[src/rtl/tdm_frame_port.sv]
module tdm_frame_port #(
  parameter int NSLOTS = 12,
  parameter int SYNC   = 2,
  localparam int SW    = (NSLOTS > 1) ? $clog2(NSLOTS) : 1
) (
  input  logic          clk,
  input  logic          rst_n,
  input  logic          dclk_i,
  input  logic          fsync_i,
  input  logic          dd_i,
  output logic          du_oe_o,
  output logic          bclk_o,
  input  logic          wr_en_i,
  input  logic [SW-1:0] wr_slot_i,
  input  logic [7:0]    wr_data_i,
  output logic          rx_valid_o,
  output logic [SW-1:0] rx_slot_o,
  output logic [7:0]    rx_data_o,
  output logic          frame_err_o
);
  localparam logic [SW-1:0] LAST = SW'(NSLOTS - 1);

  logic [SYNC-1:0] dclk_sync, fs_sync, dd_sync;
  logic            dclk_q, fs_q;
  logic            d_rise, d_fall, f_rise, dd_s;

  logic            active, half, tx_bit, bclk_q;
  logic [2:0]      bit_idx;
  logic [SW-1:0]   slot;
  logic [6:0]      rx_sh;
  logic [7:0]      tx_mem [NSLOTS];
  logic [7:0]      cur_byte;

  always_ff @(posedge clk) begin
    if (!rst_n) begin
      dclk_sync <= '0;
      fs_sync   <= '0;
      dd_sync   <= '1;
      dclk_q    <= 1'b0;
      fs_q      <= 1'b0;
    end else begin
      dclk_sync <= {dclk_sync[SYNC-2:0], dclk_i};
      fs_sync   <= {fs_sync[SYNC-2:0], fsync_i};
      dd_sync   <= {dd_sync[SYNC-2:0], dd_i};
      dclk_q    <= dclk_sync[SYNC-1];
      fs_q      <= fs_sync[SYNC-1];
    end
  end

  assign d_rise   = dclk_sync[SYNC-1] & ~dclk_q;
  assign d_fall   = ~dclk_sync[SYNC-1] & dclk_q;
  assign f_rise   = fs_sync[SYNC-1] & ~fs_q;
  assign dd_s     = dd_sync[SYNC-1];
  assign cur_byte = tx_mem[slot];

  always_ff @(posedge clk) begin
    if (!rst_n) begin
      for (int i = 0; i < NSLOTS; i++) tx_mem[i] <= 8'hFF;
    end else if (wr_en_i && wr_slot_i <= LAST) begin
      tx_mem[wr_slot_i] <= wr_data_i;
    end
  end

  always_ff @(posedge clk) begin
    if (!rst_n) begin
      active      <= 1'b0;
      half        <= 1'b0;
      tx_bit      <= 1'b1;
      bclk_q      <= 1'b0;
      bit_idx     <= '0;
      slot        <= '0;
      rx_sh       <= '0;
      rx_valid_o  <= 1'b0;
      rx_slot_o   <= '0;
      rx_data_o   <= '0;
      frame_err_o <= 1'b0;
    end else begin
      rx_valid_o  <= 1'b0;
      frame_err_o <= 1'b0;
      if (f_rise) begin
        frame_err_o <= active;
        active      <= 1'b1;
        half        <= 1'b0;
        bit_idx     <= '0;
        slot        <= '0;
        tx_bit      <= 1'b1;
        bclk_q      <= 1'b0;
      end else if (active) begin
        if (d_rise) begin
          if (!half) begin
            tx_bit <= cur_byte[3'd7 - bit_idx];
            bclk_q <= 1'b1;
          end else begin
            bclk_q <= 1'b0;
          end
        end
        if (d_fall) begin
          half <= ~half;
          if (half) begin
            rx_sh   <= {rx_sh[5:0], dd_s};
            bit_idx <= bit_idx + 3'd1;
            if (bit_idx == 3'd7) begin
              rx_valid_o <= 1'b1;
              rx_data_o  <= {rx_sh, dd_s};
              rx_slot_o  <= slot;
              if (slot == LAST) begin
                active <= 1'b0;
                tx_bit <= 1'b1;
              end else begin
                slot <= slot + 1'b1;
              end
            end
          end
        end
      end
    end
  end

  assign du_oe_o = active & ~tx_bit;
  assign bclk_o  = bclk_q;
endmodule

[config.mk]
export PLATFORM = sky130hd
export DESIGN_NAME = tdm_frame_port
export DESIGN_NICKNAME = d
export VERILOG_FILES = /design/src/rtl/tdm_frame_port.sv
export SDC_FILE = /design/constraint.sdc
export NUM_CORES = 1
export LEC_CHECK = 0
export ABC_CLOCK_PERIOD_IN_PS = 5700
export BUFFER_PORTS_ARGS = -buffer_cell sky130_fd_sc_hd__buf_2
export CAP_MARGIN = 20
export CORE_MARGIN = 2
export CORE_UTILIZATION = 60
export CTS_CLUSTER_DIAMETER = 60
export DETAILED_ROUTE_END_ITERATION = 6
export PLACE_DENSITY = 0.78
export SLEW_MARGIN = 20
export SYNTH_ARGS = -nofsm -noshare
export SYNTH_HDL_FRONTEND = slang
export SYNTH_SLANG_ARGS = --single-unit
[constraint.sdc]
create_clock -name clk -period 5.7 [get_ports clk]
set_clock_uncertainty 0.15 [all_clocks]
set_input_delay 1.14 -clock clk [delete_from_list [all_inputs] [get_ports clk]]
set_output_delay 1.14 -clock clk [all_outputs]
set_load 0.01 [all_outputs]
### After elaboration in Yosys (flattened, before gate mapping)

Memory sizes are Yosys's and may differ from the RTL's. A register that Yosys moved wholly into a read port is not among the register bits.
Cells that the tools add are included.
Widths: inputs -> output; s select.

* bitwise gates (word level): 14
* add/sub/neg operators: 3
* multiplexer cells: 25
* reduce and logical (&&, ||, !) cells: 11
* equality and inequality tests: 2
* $lt $le $gt $ge: 2

Operators with widths (number)
* $mux 1: 20
* $mux 4: 3
* $not 1->1: 10
* $reduce_and 5->1: 2
* $mux 8: 1
* $reduce_or 8->1: 1
* $reduce_and 2->1: 3
* $reduce_or 5->1: 1
* $add 4x1->4 const B: 1
* $and 1x1->1: 4
* $eq 4x4->1 const B: 1
* $le 4x4->1 const B: 1
* $lt 3x4->1 const B: 1
* $reduce_and 4->1: 1
* $add 3x1->3 const B: 1
* $bmux 1 s3: 1
* $eq 3x3->1 const B: 1
* $reduce_and 3->1: 1
* $sub 3x3->3 const A: 1
* $reduce_or 2->1: 1
* $logic_and 1x1->1: 1

* bits in registers: 40
* RAM bits: 96
* memories kept: 1
* word-level logic and storage cells: 74
* bits of input ports: 18

Memory list
* tx_mem: depth 12, width 8, read ports 1, clocked after memory_dff 1, write ports 12, RTL line 31 `logic [7:0] tx_mem [NSLOTS];`

### Depth between registers and ports, before layout

Gate-level depths: netlist (run 1).

* word-level depth: 9
* depth in mapped cells: 9
* gate-level depth less buffers: 6

### Worst setup path before layout (run 1)

Ideal clock, no wire load.

* path type: input to register
* from: input port wr_slot_i[2]
* to: memory tx_mem[10][0], enable pin
* data required time: 5166 ps
* cell stages on the path: 3
* library setup time: 384 ps
* arrival time: 2288 ps
* setup slack: 2878 ps
* buffers on the path: 1
* cell sequence: nand4b_1 -> clkbuf_1 -> o21ai_0

RTL lines
* start: declaration: RTL line 14 `input logic [SW-1:0] wr_slot_i,`
* end: declaration: RTL line 31

==> results of run 1 <==
[cells by family (layout without fill, tap and decap cells)]
group	count (synthesis)	count (layout)	share of synthesized area
buffers and inverters	42	74	0.0289
xor gates and xnor gates	5	5	0.00584
and+or+nand+nor	222	222	0.167
DFF	172	172	0.630
adders and majority gates	3	3	0.00501
other	1	32	0.000500
AOI/OAI and AO/OA	40	40	0.0376
muxes	56	56	0.125
[cell usage after synthesis (2+ instances only)]
master,number
a21boi_0,11
a21oi_1,5
a2bb2oi_1,3
and2_1,6
and3_1,4
and3b_1,2
buf_2,6
buf_6,3
clkbuf_1,26
dfxtp_1,44
edfxtp_1,128
ha_1,3
inv_1,3
mux2_2,6
mux2i_1,25
mux4_1,15
mux4_2,10
nand2_1,47
nand2b_1,15
nand3_1,9
nand3b_1,7
nand4_1,6
nor2_1,12
nor2b_1,11
nor3_1,5
nor3b_1,3
nor4b_1,3
o21ai_0,10
or2_2,41
or3_1,48
xor2_1,4
[path summary, 6_finish.rpt]
check,cells past startpoint,to,start
worst min register to register,1,dd_sync[1],dd_sync[0]
worst max register to register,7,tx_bit,flop
worst max-delay path,5,tx_mem[9][0],rst_n
worst min-delay path,1,dd_sync[1],dd_sync[0]
[flip-flops by register name, indices dropped and copies added, names as in the netlist, 2 cells and up, named ones only]
register,count
tx_mem,128
rx_data_o,8
rx_sh,7
rx_slot_o,4
slot,4
bit_idx,3
dclk_sync,2
dd_sync,2
fs_sync,2
[layer usage]
| layer | up-vias | GRT usage | routed length (um) |
|---|---|---|---|
| li1 | 2086 | - | - |
| met1 | 2152 | 0.330 | 6370 |
| met2 | 154 | 0.398 | 7500 |
| met3 | 28 | 0.0586 | 918 |
| met4 | 0 | 0.103 | 363 |
| met5 | - | 0 | 0 |
[per-stage QoR]
stage	util	worst slack (ns)	total power, mW
floorplan	-	2.88	1.50
global placement	0.646	2.36	1.55
detailed placement	0.646	2.22	1.55
CTS	0.697	2.68	2.71
global route	0.697	2.48	2.78
finish	0.697	2.68	2.70
[final cells by class]
type                            count  area, um2  share of cell area
Tap cell                          168        210              0.0249
Inverter                            3       11.3             0.00133
Sequential cell                   172       4730               0.560
Multi-Input combinational cell    358       2670               0.316
Clock inverter                     11        111              0.0132
Clock buffer                       21        503              0.0596
Timing Repair Buffer               39        210              0.0249
[power by group]
group	internal (mW)	switching, mW
combinational	0.0329	0.0653
clock	0.717	0.459
sequential	1.41	0.0217
==> results.toml, run 1 <==
[timing]
setup_viol = 0
fin_crit_sh = 0.530
whs_ns = 0.265
rsz0062_at_grt = "no"
tightest_slew_ns = 1.07
tns_ns = 0
slew-limit-headroom = 0.277
finalHoldViolations = 0
fmax_ghz = 0.331
drv_slew = 0
min_period_ns = 3.02

[global_routing]
overflow = 0
grt_pass1_vias = 4397
grt_pass1_wl_um = 24100
grt_antenna_before_repair = 0
grtUsageTotal = 0.248
grt_max_degree = 44

[clock_network]
clkSinkCount = 172
cts_hold_buf = 0
numCtsBuffers = 17
clk_latency_ns = 0.43
clock_path_buffers = 2
post-cts-setup-buffer-count = 0
cts-root-buf = "clkbuf_16"
clk_pin_slew_ns = 0.06
post_cts_resized = 0
cts_tree = "done"
cts-htree-levels = 4

[cells_and_area]
area_growth_pct = 12.6
num-fill-cells = 842
nets = 612
layout_commonest_cell = "edfxtp_1"
drive_above_1_share = 0.214
final_cell_mix = "128 x edfxtp_1, 48 x or3_1, 47 x nand2_1"
final_cell_area_um2 = 8440
antenna_cells = 0
fin_cells = 772

[die]
rows = 40
die_w_um = 116
dieArea_um2 = 13400
initial_core_util = 0.619
coreArea_um2 = 12100
io_pins = 34
die_h_um = 116

[setup_path]
slowest_delay_ns = 0.85
crit_type = "in -> reg"
r2r_slack_ns = 3.00
critPathCaptureType = "flop"
cp_slowest_cell = "o21ai_0"
cp_top_family = "compound AO/OA/AOI/OAI gates"
worst-path-max-fanout = 43
cp-start-kind = "input pin"
cp_num_buf_inv = 3
cp_common_cell = "buf_4"
critical_path_required_ns = 5.60
arrival_ns = 2.92
crit_chain = "buf_2, buf_4, nand4b_1, buf_4, o21ai_0"

[route]
wire_per_inst_um = 19.6
dr.first_iter.drc_count = 468
vias = 4420
ant_nets = 0
routed_via_density = 5.73
drt_wl_total_um = 15100
drcViolationCount = 0
drtPass1Iterations = 4

[flow_run]
cap_violations = 0

[synth]
synthCells = 541
synth_largest_area_cell = "edfxtp_1"
yosysSeqAreaShare = 0.630
ys_async_sr_fraction = 0
avgSynthCellArea_um2 = 13.9
synth-seq-cells = 172
yosysTopAreaCellShare = 0.513
synth_cell_types = 51
synth_edf_count = 128
yosys_warnings = 0
ys.flop_type = "edfxtp_1"
synth_area_um2 = 7500
yosys-top-cells-area = "edfxtp_1 51%, dfxtp_1 12%, mux4_1 5.3%, or3_1 4.0%, or2_2 3.4%"

[power]
irDropWorstVdd_v = 0.000198
leakage_nw = 2.86
powerDensity_nw_per_um2 = 320

[placed_design]
portBuffers = 33
gp_congestion = 0.862
dpl_cell_area_um2 = 7830
hpwlAfterDp_um = 9940
dp_cells = 740

[min_path]
hp-class = "reg -> reg"

[run_status]
status = "finished clean"
Power figures use the tool's default switching activity.
==> run 2: changes to the inputs <==
Settings changed: ABC_AREA set to 1, ABC_CLOCK_PERIOD_IN_PS 5700 to 2970.
Clock period 5.7 ns to 2.97 ns, I/O delays scaled along.
==> run 2 against run 1 <==
Net effect: sequential power increased by 91%; wire length increased by 5.5%; non-clock buffer count increased by 13; core utilization decreased by 0.82 points.
==> results.toml, run 2 <==
[synth]
ys_async_sr_fraction = 0
yosys_warnings = 0
yosysTopAreaCellShare = 0.527
yosysSeqAreaShare = 0.648
synth_area_um2 = 7290
synth-seq-cells = 172
synth_largest_area_cell = "edfxtp_1"
avgSynthCellArea_um2 = 9.73
synth_top_family_by_area = "simple AND/OR/NAND/NOR gates"
yosys-top-cells-area = "edfxtp_1 53%, nand2_1 13%, dfxtp_1 12%, nand3_1 9.2%, o21ai_0 2.3%"
synth_compound_area_frac = 0.0378
ys_top_cells_by_count = "259 x nand2_1, 134 x nand3_1, 128 x edfxtp_1"
synthSimpleGateAreaFrac = 0.256
synth_edf_count = 128
synth.area.mux_share = 0
ys.flop_type = "edfxtp_1"
synth_cell_types = 28
synthXorXnorAreaFrac = 0
synth_adder_area_share = 0.00515
synthCells = 749
synth.most_common_cell = "nand2_1"

[setup_path]
worst-path-max-fanout = 34
arrival_ns = 2.44
cp-start-kind = "flop"
critPathCaptureType = "flop"
r2r-end = "tx_bit"
critical_path_required_ns = 3.19
r2r_slack_ns = 0.75
crit_type = "reg -> reg"
r2r_cells = 14

[cells_and_area]
area_growth_pct = 12.6
largest_reg_flops = 128
layout_commonest_cell = "nand2_1"
antenna_cells = 0
num-fill-cells = 893
post-route-util = 0.689
fin_cells = 972
regMostFlops = "tx_mem"
nets = 834
reg_top3 = "tx_mem x128, rx_data_o x8, rx_sh x7"
final_cell_mix = "259 x nand2_1, 134 x nand3_1, 128 x edfxtp_1"
drive_above_1_share = 0.115

[timing]
drv_slew = 0
rsz0062_at_grt = "no"
tightest_slew_ns = 0.685
finalHoldViolations = 0
setup_viol = 0
fmax_ghz = 0.451
finalWorstSetupSlack_ns = 0.753
slew-limit-headroom = 0.543
tns_ns = 0
min_period_ns = 2.22
whs_ns = 0.201
fin_crit_sh = 0.746

[power]
powerDensity_nw_per_um2 = 599
irDropWorstVdd_v = 0.000420
leakage_nw = 3.19

[clock_network]
clkSinkCount = 172
clk_latency_ns = 0.43
clock_path_buffers = 2
clk_pin_slew_ns = 0.06
post-cts-setup-buffer-count = 0
numCtsBuffers = 17
cts_hold_buf = 0
cts-htree-levels = 4
post_cts_resized = 0
cts_tree = "done"
cts-root-buf = "clkbuf_16"

[placed_design]
portBuffers = 33
dp_cells = 941
gp_congestion = 0.871
hpwlAfterDp_um = 10400
dp_worst_setup_slack_ns = 0.701

[die]
coreArea_um2 = 11900
io_pins = 34
dieArea_um2 = 13000
initial_core_util = 0.612
die_h_um = 114
rows = 40
die_w_um = 114

[flow_run]
cap_violations = 0

[global_routing]
overflow = 0
grt_max_degree = 65
grtUsageTotal = 0.264
grt_pass1_vias = 5239
grt_pass1_wl_um = 25900
grt_antenna_before_repair = 0

[min_path]
holdPathEnd = "dclk_sync[0]"
hp-class = "in -> reg"
min_delay_path_depth = 3
hold_start = "dclk_i"

[run_status]
status = "finished clean"

[route]
drcViolationCount = 0
vias = 5455
routed_via_density = 5.61
ant_nets = 0
dr.first_iter.drc_count = 658
wire_per_inst_um = 16.4
drtPass1Iterations = 5
drt_wl_total_um = 16000
==> run 2: where the power goes <==
group | internal (mW) | total [mW] | switching (mW)
registers | 2.70 | 2.73 | 0.0351
logic | 0.0568 | 0.197 | 0.140
clock network | 1.15 | 1.99 | 0.835
==> run 2: worst max-delay path by stage <==
| stage | from | endpoint | slack (ns) | cells after the start |
|---|---|---|---|---|
| 2_1_floorplan | rst_n | tx_mem[11][0] | 0.63 | 5 |
| 3_3_place_gp | rst_n | tx_mem[9][0] | 0.79 | 6 |
| 3_5_place_dp | rst_n | tx_mem[9][4] | 0.70 | 6 |
| 4_1_cts | flop | tx_bit | 0.80 | 14 |
| 5_1_grt | flop | tx_bit | 0.55 | 14 |
| 6_report | flop | tx_bit | 0.75 | 14 |
==> run 2: metrics by stage <==
stage | power (mW) | cell area, um2
2_1_floorplan | 2.89 | 7400
3_3_place_gp | 2.96 | 7690
3_5_place_dp | 2.97 | 7690
4_1_cts | 4.93 | 8210
5_1_grt | 5.06 | 8210
6_report | 4.92 | 8210
==> run 2: cell type report <==
| type | instances | area (um2) | area share |
|---|---|---|---|
| Clock buffer | 28 | 505 | 0.0616 |
| Clock inverter | 3 | 15.0 | 0.00183 |
| Inverter | 46 | 173 | 0.0210 |
| Multi-Input combinational cell | 524 | 2300 | 0.280 |
| Sequential cell | 172 | 4730 | 0.576 |
| Tap cell | 147 | 184 | 0.0224 |
| Timing Repair Buffer | 52 | 308 | 0.0375 |
==> run 2: critical path: stages (launching register included) <==
cell and delay (ns):
dfxtp_2 0.32, inv_2 0.42, buf_4 0.33, nand2_1 0.09
nand3_1 0.07, nand3_1 0.12, nand3_1 0.12, nand3_1 0.07
nand2_1 0.11, nand2_1 0.06, nand3_1 0.06, nand3_1 0.06
nand2_1 0.06, nand2_1 0.04, nand2_1 0.05
==> run 2: cell families after synthesis <==
family	Yosys count
AO/OA/AOI/OAI	53
adder cells (fa/ha/maj)	3
buffers and inverters	84
flip-flops	172
other	1
AND/OR/NAND/NOR	436
==> run 2: routing by layer <==
metal,up-vias,wire [um],global-route usage
li1,2611,-,-
met3,28,1230,0.0593
met4,0,363,0.110
met5,-,0,0
met2,235,8040,0.433
met1,2581,6330,0.343
==> run 3: changes to the inputs <==
Settings changed: ABC_CLOCK_PERIOD_IN_PS 2970 to 2300.
Clock period 2.97 ns to 2.3 ns, I/O delays scaled along.
==> run 3 against run 2 <==
Net effect: non-clock buffer count up 2; clock power up 36%; sequential power up 29%; critical path depth unchanged.
==> results.toml, run 3 (synthesis results as in run 2) <==
[run_status]
status = "finished clean"

[global_routing]
grt_pass1_wl_um = 25500
grtUsageTotal = 0.261
overflow = 0
grt_pass1_vias = 5207
grt_max_degree = 65
grt_antenna_before_repair = 0

[route]
ant_nets = 0
dr.first_iter.drc_count = 748
vias = 5507
wire_per_inst_um = 16.6
routed_via_density = 5.65
drcViolationCount = 0
drt_wl_total_um = 16200
drtPass1Iterations = 6

[die]
io_pins = 34
rows = 40
die_w_um = 114
initial_core_util = 0.612
die_h_um = 114
coreArea_um2 = 11900
dieArea_um2 = 13000

[timing]
finalWorstSetupSlack_ns = 0.203
slew-limit-headroom = 0.588
setup_viol = 0
tightest_slew_ns = 0.617
rsz0062_at_grt = "no"
drv_slew = 0
min_period_ns = 2.10
finalHoldViolations = 0
tns_ns = 0
fin_crit_sh = 0.912
fmax_ghz = 0.477

[placed_design]
dp_worst_setup_slack_ns = 0.251
portBuffers = 33
gp_congestion = 0.860
hpwlAfterDp_um = 10800

[setup_path]
cp_slowest_cell = "dfxtp_2"
critical_path_required_ns = 2.52
slowest_delay_ns = 0.34
cp-start-kind = "flop"
cp_top_family = "simple AND/OR/NAND/NOR gates"
arrival_ns = 2.32
crit_type = "reg -> reg"
r2r-end = "tx_bit"
crit_chain = "inv_2, buf_4, nand2_1, nand3_1, nand3_1, nand3_1, nand3_1, nand2_1, nand2_1, nand3_1, nand3_1, nand2_1, nand2_1, nand2_1"
critPathCaptureType = "flop"
r2r_cells = 14
worst-path-max-fanout = 20
cp_num_buf_inv = 2
r2r_slack_ns = 0.20

[power]
irDropWorstVdd_v = 0.000493
powerDensity_nw_per_um2 = 784
totalPowerFinal_mw = 6.50
p_seq_frac = 0.543
pwr-share-comb = 0.040
power.switching_fraction = 0.204
switchingPower_mw = 1.33
intPower_mw = 5.18
leakage_nw = 3.23
clockPowerShare = 0.417

[cells_and_area]
drive_above_1_share = 0.118
final_cell_mix = "259 x nand2_1, 134 x nand3_1, 128 x edfxtp_1"
post-route-util = 0.697
antenna_cells = 0
area_growth_pct = 13.8
regMostFlops = "tx_mem"
nets = 836
reg_top3 = "tx_mem x128, rx_data_o x8, rx_sh x7"
largest_reg_flops = 128
layout_commonest_cell = "nand2_1"

[flow_run]
cap_violations = 0

[clock_network]
post-cts-setup-buffer-count = 0
cts-root-buf = "clkbuf_16"
cts_tree = "done"
cts-htree-levels = 4
clkSinkCount = 172
numCtsBuffers = 17
post_cts_resized = 0
clock_path_buffers = 2
clk_pin_slew_ns = 0.06
cts_hold_buf = 0
clk_latency_ns = 0.43

[min_path]
min_delay_path_depth = 2
hp-class = "in -> reg"
holdPathEnd = "dd_sync[0]"
hold_start = "dd_i"
run 3: changes by cell type in the layout (fill, tap and decap cells not counted):
cell,change
inv_4,+1
clkbuf_4,-1
clkbuf_8,+3
buf_12,+2
clkinv_1,+1
clkbuf_2,-3
clkbuf_16,+1
clkbuf_1,-1
run 3: power groups by stage:
| stage | Combinational [mW] | Sequential (mW) | Clock [mW] |
|---|---|---|---|
| floorplan | 0.157 | 3.58 | 0 |
| global placement | 0.242 | 3.59 | 0 |
| detailed placement | 0.252 | 3.59 | 0 |
| CTS | 0.256 | 3.53 | 2.74 |
| global route | 0.289 | 3.54 | 2.86 |
| finish | 0.260 | 3.53 | 2.71 |
run 3: metrics by stage:
step           cells  hold WS, ns  cell area [um2]
5_1_grt          975       0.0657             8300
3_3_place_gp     943        0.247             7730
3_5_place_dp     943        0.252             7730
4_1_cts          975       0.0542             8300
2_1_floorplan    780        0.240             7400
6_report         975       0.0724             8300
run 3: area by class of cell:
cell class,count,area (um2)
Tap cell,147,184
Fill cell,877,3610
Clock buffer,27,546
Timing Repair Buffer,54,348
Multi-Input combinational cell,524,2300
Inverter,46,173
Clock inverter,5,25.0
Sequential cell,172,4730
run 3: worst reg2reg max path: stages (launching register included):
cell and delay, ns:
dfxtp_2 0.34, inv_2 0.20, buf_4 0.30, nand2_1 0.09, nand3_1 0.09, nand3_1 0.12, nand3_1 0.14, nand3_1 0.11
nand2_1 0.12, nand2_1 0.07, nand3_1 0.08, nand3_1 0.09, nand2_1 0.07, nand2_1 0.04, nand2_1 0.05
run 3: worst max path at each step:
stage	from	end	slack, ns	cells past startpoint
2_1_floorplan	rst_n	tx_mem[1][0]	0.09	5
3_3_place_gp	rst_n	tx_mem[9][5]	0.34	6
3_5_place_dp	rst_n	tx_mem[3][2]	0.25	6
4_1_cts	flop	tx_bit	0.23	14
5_1_grt	flop	tx_bit	0.06	14
6_report	flop	tx_bit	0.20	14
run 3: per-layer routing:
metal  vias to the layer above  track usage  share of wire
li1                       2617            -              -
met1                      2559        0.322           0.38
met2                       285        0.438           0.50
met3                        46       0.0662          0.087
met4                         0        0.115          0.030
met5                         -            0              0
